$ cat src/rtl/br_pkg.sv
`timescale 1ns/1ps
package br_pkg;

    typedef enum logic [2:0] {
        ENC_NONE = 3'd0,
        ENC_W32  = 3'd1,
        ENC_H16C = 3'd2,
        ENC_H16U = 3'd3,
        ENC_M32C = 3'd4,
        ENC_M32U = 3'd5
    } br_enc_e;

    typedef enum logic [1:0] {
        RDIR_NONE       = 2'd0,
        RDIR_PERM_UNDEF = 2'd1,
        RDIR_SYSCALL    = 2'd2,
        RDIR_RELATED    = 2'd3
    } br_rdir_e;

    localparam logic [3:0] COND_ALWAYS = 4'b1110;
    localparam int         INSTR_W     = 32;
    localparam int         NUM_LANES   = 5;
    localparam int         RAW_W       = 26;

endpackage

$ cat src/rtl/br_cond_eval.sv
`timescale 1ns/1ps
module br_cond_eval (
    input  logic [3:0] cond,
    input  logic [3:0] flags,
    output logic       pass
);
    logic n_f, z_f, c_f, v_f;
    logic base;

    assign {n_f, z_f, c_f, v_f} = flags;

    always_comb begin
        unique case (cond[3:1])
            3'd0:    base = z_f;
            3'd1:    base = c_f;
            3'd2:    base = n_f;
            3'd3:    base = v_f;
            3'd4:    base = c_f & ~z_f;
            3'd5:    base = (n_f == v_f);
            3'd6:    base = ~z_f & (n_f == v_f);
            default: base = 1'b1;
        endcase
        // odd codes invert, except the always-pass pair
        if (cond[0] && (cond[3:1] != 3'b111)) begin
            pass = ~base;
        end else begin
            pass = base;
        end
    end
endmodule

$ cat src/rtl/br_decode.sv
`timescale 1ns/1ps
module br_decode
    import br_pkg::*;
#(
    parameter int OFF_W = 32
) (
    input  logic                mode_mixed,
    input  logic [INSTR_W-1:0]  instr,
    output br_enc_e             enc,
    output br_rdir_e            rdir,
    output logic                has_cond,
    output logic [3:0]          own_cond,
    output logic [OFF_W-1:0]    offset
);
    localparam int LANE_W [NUM_LANES] = '{26, 9, 12, 21, 25};

    logic [15:0]      hw1;
    logic [15:0]      hw2;
    logic             sbit;
    logic             wide_prefix;
    logic [RAW_W-1:0] raw      [NUM_LANES];
    logic [OFF_W-1:0] lane_off [NUM_LANES];

    assign hw1  = instr[15:0];
    assign hw2  = instr[31:16];
    assign sbit = hw1[10];
    assign wide_prefix = (hw1[15:13] == 3'b111) && (hw1[12:11] != 2'b00);

    // right-aligned immediate fields, one lane per branch form
    assign raw[0] = {instr[23:0], 2'b00};
    assign raw[1] = RAW_W'({hw1[7:0], 1'b0});
    assign raw[2] = RAW_W'({hw1[10:0], 1'b0});
    assign raw[3] = RAW_W'({sbit, hw2[11], hw2[13], hw1[5:0], hw2[10:0], 1'b0});
    assign raw[4] = RAW_W'({sbit, ~(hw2[13] ^ sbit), ~(hw2[11] ^ sbit),
                            hw1[9:0], hw2[10:0], 1'b0});

    generate
        for (genvar g = 0; g < NUM_LANES; g++) begin : g_lane
            localparam int SHIFT = RAW_W - LANE_W[g];
            logic signed [RAW_W-1:0] aligned;
            assign aligned     = $signed(raw[g] << SHIFT);
            assign lane_off[g] = OFF_W'(aligned >>> SHIFT);
        end
    endgenerate

    always_comb begin
        enc      = ENC_NONE;
        rdir     = RDIR_NONE;
        has_cond = 1'b0;
        own_cond = COND_ALWAYS;
        if (!mode_mixed) begin
            if ((instr[27:24] == 4'b1010) && (instr[31:28] != 4'b1111)) begin
                enc      = ENC_W32;
                has_cond = 1'b1;
                own_cond = instr[31:28];
            end
        end else if (wide_prefix) begin
            if ((hw1[15:11] == 5'b11110) && (hw2[15:14] == 2'b10)) begin
                if (hw2[12]) begin
                    enc = ENC_M32U;
                end else if (hw1[9:7] == 3'b111) begin
                    rdir = RDIR_RELATED;
                end else begin
                    enc      = ENC_M32C;
                    has_cond = 1'b1;
                    own_cond = hw1[9:6];
                end
            end
        end else if (hw1[15:12] == 4'b1101) begin
            if (hw1[11:8] == 4'b1110) begin
                rdir = RDIR_PERM_UNDEF;
            end else if (hw1[11:8] == 4'b1111) begin
                rdir = RDIR_SYSCALL;
            end else begin
                enc      = ENC_H16C;
                has_cond = 1'b1;
                own_cond = hw1[11:8];
            end
        end else if (hw1[15:11] == 5'b11100) begin
            enc = ENC_H16U;
        end
    end

    always_comb begin
        unique case (enc)
            ENC_W32:  offset = lane_off[0];
            ENC_H16C: offset = lane_off[1];
            ENC_H16U: offset = lane_off[2];
            ENC_M32C: offset = lane_off[3];
            ENC_M32U: offset = lane_off[4];
            default:  offset = '0;
        endcase
    end
endmodule

$ cat src/rtl/br_target_add.sv
`timescale 1ns/1ps
module br_target_add #(
    parameter int ADDR_W    = 32,
    parameter int FIXED_ADV = 8,
    parameter int MIXED_ADV = 4
) (
    input  logic              mode_mixed,
    input  logic [ADDR_W-1:0] iaddr,
    input  logic [ADDR_W-1:0] offset,
    output logic [ADDR_W-1:0] target
);
    localparam logic [ADDR_W-1:0] ADV_FIXED = ADDR_W'(FIXED_ADV);
    localparam logic [ADDR_W-1:0] ADV_MIXED = ADDR_W'(MIXED_ADV);

    logic [ADDR_W-1:0] pc_view;

    assign pc_view = iaddr + (mode_mixed ? ADV_MIXED : ADV_FIXED);
    assign target  = pc_view + offset;
endmodule

$ cat src/rtl/br_unit.sv
`timescale 1ns/1ps
module br_unit
    import br_pkg::*;
#(
    parameter int ADDR_W    = 32,
    parameter int FIXED_ADV = 8,
    parameter int MIXED_ADV = 4
) (
    input  logic              clk,
    input  logic              rst,
    input  logic              in_valid,
    input  logic              mode_mixed,
    input  logic [31:0]       instr,
    input  logic [ADDR_W-1:0] iaddr,
    input  logic [3:0]        flags,
    input  logic              blk_active,
    input  logic              blk_last,
    input  logic [3:0]        blk_cond,
    output logic              br_valid,
    output logic              br_taken,
    output logic [ADDR_W-1:0] br_target,
    output logic [2:0]        br_enc,
    output logic [1:0]        br_rdir,
    output logic              br_unpred
);
    typedef struct packed {
        logic              valid;
        logic              taken;
        logic [ADDR_W-1:0] target;
        br_enc_e           enc;
        br_rdir_e          rdir;
        logic              unpred;
    } br_state_t;

    br_state_t state_d, state_q;

    br_enc_e           dec_enc;
    br_rdir_e          dec_rdir;
    logic              dec_has_cond;
    logic [3:0]        dec_cond;
    logic [ADDR_W-1:0] dec_off;
    logic [ADDR_W-1:0] calc_target;
    logic [3:0]        eff_cond;
    logic              cond_pass;
    logic              is_cond_mixed;
    logic              is_uncond_mixed;

    br_decode #(.OFF_W(ADDR_W)) u_decode (
        .mode_mixed (mode_mixed),
        .instr      (instr),
        .enc        (dec_enc),
        .rdir       (dec_rdir),
        .has_cond   (dec_has_cond),
        .own_cond   (dec_cond),
        .offset     (dec_off)
    );

    br_target_add #(
        .ADDR_W    (ADDR_W),
        .FIXED_ADV (FIXED_ADV),
        .MIXED_ADV (MIXED_ADV)
    ) u_target (
        .mode_mixed (mode_mixed),
        .iaddr      (iaddr),
        .offset     (dec_off),
        .target     (calc_target)
    );

    br_cond_eval u_cond (
        .cond  (eff_cond),
        .flags (flags),
        .pass  (cond_pass)
    );

    assign is_cond_mixed   = (dec_enc == ENC_H16C) || (dec_enc == ENC_M32C);
    assign is_uncond_mixed = (dec_enc == ENC_H16U) || (dec_enc == ENC_M32U);

    // condition source: own field in fixed mode, window otherwise
    always_comb begin
        if (dec_enc == ENC_W32) begin
            eff_cond = dec_cond;
        end else if (blk_active) begin
            eff_cond = blk_cond;
        end else if (dec_has_cond) begin
            eff_cond = dec_cond;
        end else begin
            eff_cond = COND_ALWAYS;
        end
    end

    always_comb begin
        state_d = '0;
        if (in_valid) begin
            state_d.rdir = dec_rdir;
            if (dec_enc != ENC_NONE) begin
                state_d.valid  = 1'b1;
                state_d.taken  = cond_pass;
                state_d.target = calc_target;
                state_d.enc    = dec_enc;
                state_d.unpred = (is_cond_mixed && blk_active) ||
                                 (is_uncond_mixed && blk_active && !blk_last);
            end
        end
    end

    always_ff @(posedge clk) begin
        if (rst) begin
            state_q <= '0;
        end else begin
            state_q <= state_d;
        end
    end

    assign br_valid  = state_q.valid;
    assign br_taken  = state_q.taken;
    assign br_target = state_q.target;
    assign br_enc    = state_q.enc;
    assign br_rdir   = state_q.rdir;
    assign br_unpred = state_q.unpred;
endmodule

$ cat config.mk
export PLATFORM = sky130hd
export DESIGN_NAME = br_unit
export DESIGN_NICKNAME = d
export VERILOG_FILES = /design/src/rtl/br_pkg.sv /design/src/rtl/br_cond_eval.sv /design/src/rtl/br_decode.sv /design/src/rtl/br_target_add.sv /design/src/rtl/br_unit.sv
export SDC_FILE = /design/constraint.sdc
export NUM_CORES = 1
export LEC_CHECK = 0
export ABC_AREA = 1
export BUFFER_PORTS_ARGS = -buffer_cell sky130_fd_sc_hd__buf_2
export CORE_UTILIZATION = 43
export DETAILED_ROUTE_END_ITERATION = 8
export HOLD_SLACK_MARGIN = 0.08
export PLACE_DENSITY = 0.8
export SYNTH_ARGS = -nofsm -noshare
export SYNTH_HDL_FRONTEND = slang
export SYNTH_SLANG_ARGS = --single-unit
export TNS_END_PERCENT = 5
$ cat constraint.sdc
create_clock -name clk -period 12 [get_ports clk]
set_input_delay 2.4 -clock clk [delete_from_list [all_inputs] [get_ports clk]]
set_output_delay 2.4 -clock clk [all_outputs]
set_load 0.005 [all_outputs]
==> results of run 1 <==
==> worst max-delay path, stage by stage <==
cell and delay, ns:
buf_2 0.10, inv_1 0.06, nand2_1 0.05, nor2_1 0.17, nand2_1 0.11, nor2_2 0.47
inv_1 0.47, nor2_1 0.20, a221oi_1 0.08, fa_1 0.54, inv_1 0.04, ha_1 0.22
fa_1 0.41, nand3_1 0.09, nand2_1 0.10, a21oi_1 0.26, o21ai_2 0.17, nand3_1 0.10
nand3_1 0.10, a21boi_0 0.31, o21ai_0 0.15, o21ai_0 0.15, a21oi_1 0.05
==> layout make-up <==
class	instances	area share (%)
Tap cell	108	2.94
Inverter	82	6.80
Clock buffer	7	1.88
Multi-Input combinational cell	431	58.1
Sequential cell	40	17.4
Clock inverter	1	0.163
Timing Repair Buffer	117	12.7
==> worst min-delay path by stage <==
| stage | end | depth (start not counted) |
|---|---|---|
| 2_1_floorplan | br_target[0] | 2 |
| 3_3_place_gp | br_target[0] | 3 |
| 3_5_place_dp | br_target[0] | 3 |
| 4_1_cts | br_unpred | 2 |
| 5_1_grt | br_unpred | 2 |
| 6_report | br_unpred | 2 |
==> cells by family after synthesis <==
group,Yosys count,share of synthesized area [%]
simple gates,212,24.3
compound gates,153,23.7
buf+inv,92,9.67
fa+ha+maj,60,20.1
flops,40,20.8
xor+xnor,6,1.37
==> per-stage QoR <==
| step | area, µm² | setup WS (ns) | hold WS, ns |
|---|---|---|---|
| global placement | 4510 | 5.33 | 2.62 |
| detailed placement | 4510 | 5.17 | 2.63 |
| finish | 4600 | 5.39 | 2.31 |
| global route | 4600 | 5.04 | 2.31 |
| CTS | 4600 | 5.49 | 2.31 |
| floorplan | 3840 | 6.31 | 2.51 |
==> layout by cell type (no fill, tap or decap), types with 3 or more instances in the layout <==
cell       synthesis  final
buf_2              2    117
nand2_1          109    109
inv_1             75     75
a21oi_1           69     69
ha_1              57     57
nor2_1            48     48
dfxtp_1           40     40
o21ai_0           37     37
nand3_1           21     21
nand2_2            8      8
o221ai_1           8      8
xor2_1             6      6
clkbuf_8           0      6
nand4_1            5      5
inv_2              5      5
nor2_2             5      5
o21a_1             5      5
nor3_1             4      4
o211ai_1           4      4
o2111ai_1          4      4
o21ai_1            4      4
or2_2              3      3
o22ai_1            3      3
nor2_4             3      3
a31oi_1            3      3
fa_1               3      3
==> flip-flops by register name, summed over array words and instances (netlist names) <==
register	flops
br_taken	1
br_rdir	2
br_enc	3
br_valid	1
br_target	32
br_unpred	1
==> routing by layer <==
layer | wire [µm] | track usage (%) | share of wire, % | vias up
met5 | 0 | 0 | 0 | -
met4 | 241 | 9.07 | 2.1 | 0
met3 | 1090 | 3.99 | 9.2 | 25
met2 | 5280 | 41.4 | 45 | 228
met1 | 5150 | 33.2 | 44 | 1958
li1 | - | - | - | 2136
==> power by group through the flow <==
stage	clock [W]	combinational (W)	sequential, W
4_1_cts	0.000101	0.0000872	0.000134
2_1_floorplan	0	0.0000543	0.000137
6_report	0.0000983	0.0000884	0.000134
3_3_place_gp	0	0.0000849	0.000137
5_1_grt	0.000105	0.0000987	0.000134
3_5_place_dp	0	0.0000866	0.000137
==> flow_summary.ini, run 1 <==
[run_status]
status = complete, no violations

[timing]
setup_tns_ns = 0
finalHoldViolCount = 0
tightest_slew_ns = 0.763
final.period_utilization_pct = 55.1
finalMaxSlewViolations = 0
fmax_mhz = 151
setup_violations = 0
rsz0062_at_grt = false
relSlewSlack_pct = 48.9
fin_crit_ns = 6.61

[placed_design]
place_inst = 778
hpwl_um = 9730
io_buffer_count = 117
gp_congestion = 0.959

[setup_path]
cp-start-kind = primary input
crit_start = instr[24]
cp.required_ns = 12.19
worstPathArrival_ns = 6.81
critPathCaptureType = flop
cp-endpoint = br_target[30]
critPathKind = in2reg
path_max_fanout = 21

[route]
dr.pass1.iters = 6
vias = 4347
avgViaCountPerCell = 5.53
avgRoutedWirePerCell_um = 15.0
drt_wl_total_um = 11800
drtAntennaViolNets = 0
drc = 0
drtIter0Drc = 314

[die]
die_area_mm2 = 0.00932
start_util_pct = 44.3
rows = 34
core_mm2 = 0.00868
die_h_um = 96.5
io_pins = 118
fp.dieW_um = 96.5

[power]
power.switching_w = 0.000108
p_comb_share_pct = 27.6
seqPwrFrac_pct = 41.8
vdd_drop_max_mv = 0.0408
clkPwrFrac_pct = 30.7
p_total_w = 0.000321
swShare_pct = 33.6
p_leak_nw = 2.56
intPower_w = 0.000213
powerDensity_mw_per_mm2 = 69.7

[cells_and_area]
syn_to_final_growth_pct = 19.7
final_cells = 786
drive_above_1_share_pct = 23.5
n_antenna_cell = 0
regArea_um2 = 801
nNetsFinal = 815
multiInputGateArea_mm2 = 0.00267
fin_util_pct = 53.0
fillers = 905

[worst_hold_path]
hold_start = blk_last
holdCritPathClass = in2reg

[cts]
post-cts-setup-buffers = 0
cts_resized = 0
clock-sinks = 40
path_clk_slew_ns = 0.09
clk_path_buf_depth = 2
htreeDepth = 2
cts_inserted_buffers = 5
cts_tree = done
cts-root-buf = clkbuf_8
postCtsHoldBufs = 0

[synthesis]
ys_top_cells_by_count = 109 x nand2_1, 75 x inv_1, 69 x a21oi_1
synth_top_area_share_pct = 20.8
syn_area_mm2 = 0.00384
synthCells = 563
synth.avg_cell_area_um2 = 6.83
synth-edff-count = 0
synth-main-ff-cell = dfxtp_1
synthesis.nets = 701
ys_top_cells_by_area = dfxtp_1 21%, ha_1 19%, nand2_1 11%
netlist.top_cell.by_area = dfxtp_1
ys_seq_area_share_pct = 20.8
synth_cell_types = 46
async_flop_share_pct = 0
synth.most_common_cell = nand2_1
yosys_warnings = 0
ys_ff_latch = 40

[global_routing]
gr-usage-all-layers_pct = 25.2
grt_pass1_vias = 3974
grt_max_degree = 23
gr-total-overflow = 0
antenna_found_initial = 0
grt_pass1_wl_um = 18100

[flow_run]
cap_viol_max_count = 0
(Power assumes the default switching activity.)
==> run 2: changes to the inputs <==
==> constraint.sdc (replaced) <==
create_clock -name clk -period 6.4 [get_ports clk]
set_input_delay 1.28 -clock clk [delete_from_list [all_inputs] [get_ports clk]]
set_output_delay 1.28 -clock clk [all_outputs]
set_load 0.005 [all_outputs]
==> run 2 against run 1 <==
Compared with the run above:
- cell count rose by 0.38%
- critical path depth rose by 1
- global-route usage barely moved
- sequential share of layout area fell by 0.061 points
- flip-flop and latch count did not move
- first-iteration DRC count fell by 28%
- final area rose by 0.35%
- setup slack got worse by 3.8 ns
- utilization rose by 0.19 points
- combinational power rose by 88%
- largest cell class unchanged
- largest power group unchanged
==> flow_summary.ini, run 2 (synthesis results as in run 1) <==
[cts]
htreeDepth = 2
cts_resized = 0
cts-root-buf = clkbuf_8
postCtsHoldBufs = 0
clk_path_buf_depth = 2
cts_inserted_buffers = 5
cts_tree = done
clock-sinks = 40
path_clk_slew_ns = 0.08
post-cts-setup-buffers = 0

[setup_path]
cp-start-kind = primary input
crit_buf_inv = 5
critPathKind = in2reg
critPathCaptureType = flop
cpPeakStageDelay_ns = 0.50
critical_path.cell_chain = buf_2, inv_1, nand2_1, nor2_1, nand2_1, nor2_2, buf_4, inv_1, nor2_1, a221oi_1, fa_1, inv_1, ha_1, fa_1, nand3_1, nand2_1, a21oi_1, o21ai_2, nand3_1, nand3_1, a21boi_0, o21ai_0, o21ai_0, a21oi_1
crit_family = compound AO/OA/AOI/OAI gates
cp_slowest_cell = fa_1
worstPathArrival_ns = 5.05
cp.required_ns = 6.59
path_max_fanout = 14

[die]
rows = 34
die_area_mm2 = 0.00932
core_mm2 = 0.00868
fp.dieW_um = 96.5
start_util_pct = 44.3
die_h_um = 96.5
io_pins = 118

[timing]
relSlewSlack_pct = 66.4
fmax_mhz = 206
final.period_utilization_pct = 75.9
finalHoldViolCount = 0
tightest_slew_ns = 0.498
setup_tns_ns = 0
setup_violations = 0
rsz0062_at_grt = false
hold_slack_ns = 1.19
fin_crit_ns = 4.86
finalMaxSlewViolations = 0

[placed_design]
gp_congestion = 1.04
hpwl_um = 9680
placed_cell_area_mm2 = 0.00453
place_inst = 781
io_buffer_count = 117

[route]
drc = 0
drtIter0Drc = 227
drtAntennaViolNets = 0
avgViaCountPerCell = 5.46
drt_wl_total_um = 11600
avgRoutedWirePerCell_um = 14.7
vias = 4310
dr.pass1.iters = 5

[cells_and_area]
nNetsFinal = 818
final_cells = 789
layout_common_cells = 117 x buf_2, 109 x nand2_1, 75 x inv_1
syn_to_final_growth_pct = 20.1
n_antenna_cell = 0
final_common_cell = buf_2
drive_above_1_share_pct = 23.9
stdcell_area_mm2 = 0.00462
largest_reg_flops = 32

[worst_hold_path]
holdCritPathClass = in2reg

[global_routing]
grt_max_degree = 23
grt_pass1_wl_um = 18100
gr-total-overflow = 0
gr-usage-all-layers_pct = 25.2
grt_pass1_vias = 3824
antenna_found_initial = 0

[run_status]
status = complete, no violations

[power]
powerDensity_mw_per_mm2 = 128
p_leak_nw = 2.58
vdd_drop_max_mv = 0.0648
p_total_w = 0.000590

[flow_run]
cap_viol_max_count = 0
run 2: changes by cell type in the layout (fill, tap and decap cells not counted), sizes merged:
| cell | previous run | this run |
|---|---|---|
| buf | 117 | 120 |
| clkinv | 0 | 3 |
| clkbuf | 7 | 5 |
| clkinvlp | 1 | 0 |
run 2: final timing paths:
check / start / end / slack, ns / cells past startpoint
setup / recovery: instr[24] / br_target[30] / 1.54 / 24
hold / removal: iaddr[0] / br_target[0] / 1.19 / 3
run 2: power breakdown:
part           switching, W  internal (W)
Combinational      0.000105     0.0000613
Clock             0.0000972     0.0000761
Sequential      0.000000518      0.000251
Total              0.000202      0.000388
run 2: worst min-delay path: stages:
cell	delay, ns
buf_2	0.09
inv_1	0.04
nor2_1	0.03
run 2: area by class of cell:
type,instances,area [µm²]
timing repair buffer,120,608
sequential,40,801
clock inverter,3,18.8
clock buffer,5,68.8
inverter,82,313
multi-input combinational,431,2670
fill,861,4060
tap,108,135
run 2: stage by stage:
step	util (%)	worst slack, ns
after global routing	53.2	1.16
after global placement	52.2	1.41
final	53.2	1.54
after CTS	53.2	1.58
after floorplan	-	1.83
after detailed placement	52.2	1.28
run 2: layer usage:
metal / vias to the layer above / GRT usage [%] / wire length [µm]
li1: 2150 / - / -
met1: 1979 / 35.4 / 5240
met2: 165 / 40.6 / 5310
met3: 16 / 3.52 / 893
met4: 0 / 6.25 / 179
met5: - / 0 / 0
==> run 3: changes to the inputs <==
--- a/config.mk
+++ b/config.mk
@@ -5,12 +5,12 @@
 export SDC_FILE = /design/constraint.sdc
 export NUM_CORES = 1
 export LEC_CHECK = 0
-export ABC_AREA = 1
+export ABC_AREA = 0
 export BUFFER_PORTS_ARGS = -buffer_cell sky130_fd_sc_hd__buf_2
 export CORE_UTILIZATION = 43
 export DETAILED_ROUTE_END_ITERATION = 8
 export HOLD_SLACK_MARGIN = 0.08
-export PLACE_DENSITY = 0.8
+export PLACE_DENSITY = 0.83
 export SYNTH_ARGS = -nofsm -noshare
 export SYNTH_HDL_FRONTEND = slang
 export SYNTH_SLANG_ARGS = --single-unit
==> constraint.sdc (replaced) <==
create_clock -name clk -period 4.3 [get_ports clk]
set_input_delay 0.86 -clock clk [delete_from_list [all_inputs] [get_ports clk]]
set_output_delay 0.86 -clock clk [all_outputs]
set_load 0.005 [all_outputs]
==> run 3 against run 2 <==
Compared with the run above:
- the run now ends with setup timing left
- utilization is 17 points higher
- combinational power is 130% higher
- via count is 5.4% higher
- power is 71% higher
- clock power is 50% higher
- sequential share of layout area is 3.5 points lower
- setup slack worse by 1.6 ns
- global-route usage is 5.2 points higher
- sequential power is 49% higher
- first-iteration DRC count is 33% higher
- largest power group is now combinational cells
- highest routed layer unchanged
==> flow_summary.ini, run 3 <==
[synthesis]
syn_area_mm2 = 0.00365
async_flop_share_pct = 0
ys_top_cells_by_count = 57 x ha_1, 50 x nor2_1, 40 x dfxtp_1
ys_ff_latch = 40
ys_seq_area_share_pct = 21.9
synth_top_area_share_pct = 21.9
netlist.top_cell.by_area = dfxtp_1
synth.avg_cell_area_um2 = 8.47
synth.most_common_cell = ha_1
synth_cell_types = 59
yosys_warnings = 0
synthCells = 431
synthesis.nets = 569
synth-main-ff-cell = dfxtp_1
synth-edff-count = 0
ys_top_cells_by_area = dfxtp_1 22%, ha_1 20%, nor2_1 5.1%

[timing]
worst_slack_ns = -0.0787
fmax_mhz = 228
fin_crit_ns = 4.38
tightest_slew_ns = 0.725
relSlewSlack_pct = 51.6
rsz0062_at_grt = true
setup_violations = 10
final.period_utilization_pct = 102
finalHoldViolCount = 0
finalMaxSlewViolations = 0

[global_routing]
use_met3_pct = 5.58
grt_pass1_vias = 4463
use_met1_pct = 33.2
grt_pass1_wl_um = 20800
gr-total-overflow = 0
antenna_found_initial = 0
gr-usage-all-layers_pct = 30.4
grt_max_degree = 18
busiest_layer = met2
met2_usage_pct = 54.6

[power]
p_leak_nw = 3.02
p_total_w = 0.00101
powerDensity_mw_per_mm2 = 175
intPower_w = 0.000672
swShare_pct = 33.7
clkPwrFrac_pct = 25.6
p_comb_share_pct = 37.3
power.switching_w = 0.000341
seqPwrFrac_pct = 37.0
vdd_drop_max_mv = 0.105

[cells_and_area]
syn_to_final_growth_pct = 58.8
largest_reg_flops = 32
layout_common_cells = 116 x buf_4, 115 x buf_2, 46 x nor2_1
n_antenna_cell = 0
drive_above_1_share_pct = 47.5
multiInputGateArea_mm2 = 0.00320
final_common_cell = buf_4
final_cells = 766
nNetsFinal = 798
fillers = 594
regArea_um2 = 801

[route]
vias = 4541
drtIter0Drc = 302
drtAntennaViolNets = 0
avgRoutedWirePerCell_um = 18.9
avgViaCountPerCell = 5.93
drc = 0
drt_wl_total_um = 14500
dr.pass1.iters = 6

[setup_path]
critical_path.cell_chain = buf_2, nand3b_1, a211o_1, nor2b_4, mux2i_1, nor2_1, buf_4, buf_6, a221o_1, ha_4, ha_4, inv_1, o21bai_1, a21o_1, nor3_4, a21oi_2, buf_4, a31oi_1, xor2_1, nor2_1
critPathKind = in2reg
critPathCaptureType = flop
cp-start-kind = primary input
cp_slowest_cell = a221o_1
crit_start = instr[30]
path_max_fanout = 6
cp.required_ns = 4.46
cpPeakStageDelay_ns = 0.34
worstPathArrival_ns = 4.54

[placed_design]
io_buffer_count = 117
gp_congestion = 1.03
dpl_worst_slack_ns = -0.506
hpwl_um = 10600
place_inst = 744

[worst_hold_path]
hold_start = iaddr[0]
holdCritPathClass = in2reg

[die]
die_h_um = 94.1
io_pins = 118
die_area_mm2 = 0.00886
core_mm2 = 0.00822
start_util_pct = 44.4
rows = 33
fp.dieW_um = 94.1

[cts]
clock-sinks = 40
postCtsHoldBufs = 0
cts_inserted_buffers = 5
cts-root-buf = clkbuf_8
clk_path_buf_depth = 2
path_clk_slew_ns = 0.09
htreeDepth = 2
cts_tree = done

[flow_run]
cap_viol_max_count = 0

[run_status]
violations = setup timing
status = finished with violations
[run 3: repair_timing]
action / 4_1_cts / 5_1_grt
setup buffers: 7 / 7
endpoints found under the setup margin: 16 / 20
resized for setup: 17 / 63
pin swaps: 11 / 51
[run 3: path summary, 6_finish.rpt]
path / endpoint / slack [ns] / depth (start not counted)
min: br_target[0] / 0.75 / 2
max: br_target[25] / -0.08 / 20
[run 3: cell families (layout without fill, tap and decap cells)]
kind of cell             Yosys count  in the layout  synth area share (%)
adder cells (fa/ha/maj)           60             60                  21.2
AO/OA/AOI/OAI                    133            133                  26.3
buffers and inverters             32            262                  3.33
AND/OR/NAND/NOR                  133            133                  19.1
flip-flops                        40             40                  21.9
XOR/XNOR                          28             28                  6.72
multiplexers                       5              5                  1.44
[run 3: worst max-delay path: cells and delay by family]
family	cells	cell delay, ns
AOI/OAI and AO/OA	6	1.34
xor gates and xnor gates	1	0.25
adders and majority gates	2	0.53
buffers and inverters	5	0.62
muxes	1	0.18
and+or+nand+nor	5	0.78
[run 3: through the flow]
stage	TNS [ns]	utilization [%]	hold WS (ns)	area, µm²
after floorplan	-1.66	-	0.951	3720
after global placement	-6.29	62.9	1.06	5170
after detailed placement	-7.25	62.9	1.07	5170
after CTS	0	65.4	0.753	5370
after global routing	-2.73	70.5	0.752	5800
final	-0.372	70.5	0.755	5800
[run 3: power groups by stage]
| stage | Sequential, W | Combinational (W) | Clock, W |
|---|---|---|---|
| global route | 0.000375 | 0.000404 | 0.000279 |
| finish | 0.000375 | 0.000378 | 0.000260 |
| CTS | 0.000375 | 0.000328 | 0.000261 |
| global placement | 0.000384 | 0.000309 | 0 |
| detailed placement | 0.000384 | 0.000316 | 0 |
| floorplan | 0.000384 | 0.000157 | 0 |
[run 3: routing by layer]
metal | part of all wire (%) | routed length, µm
met5 | 0 | 0
met4 | 6.3 | 915
met3 | 7.4 | 1070
met2 | 49 | 7020
met1 | 38 | 5460
[run 3: cell type report]
cell class / instances / share of cell area [%]
inverter: 17 / 1.10
clock inverter: 3 / 0.324
multi-input combinational: 359 / 55.2
tap: 105 / 2.27
timing repair buffer: 237 / 26.1
clock buffer: 5 / 1.19
sequential: 40 / 13.8
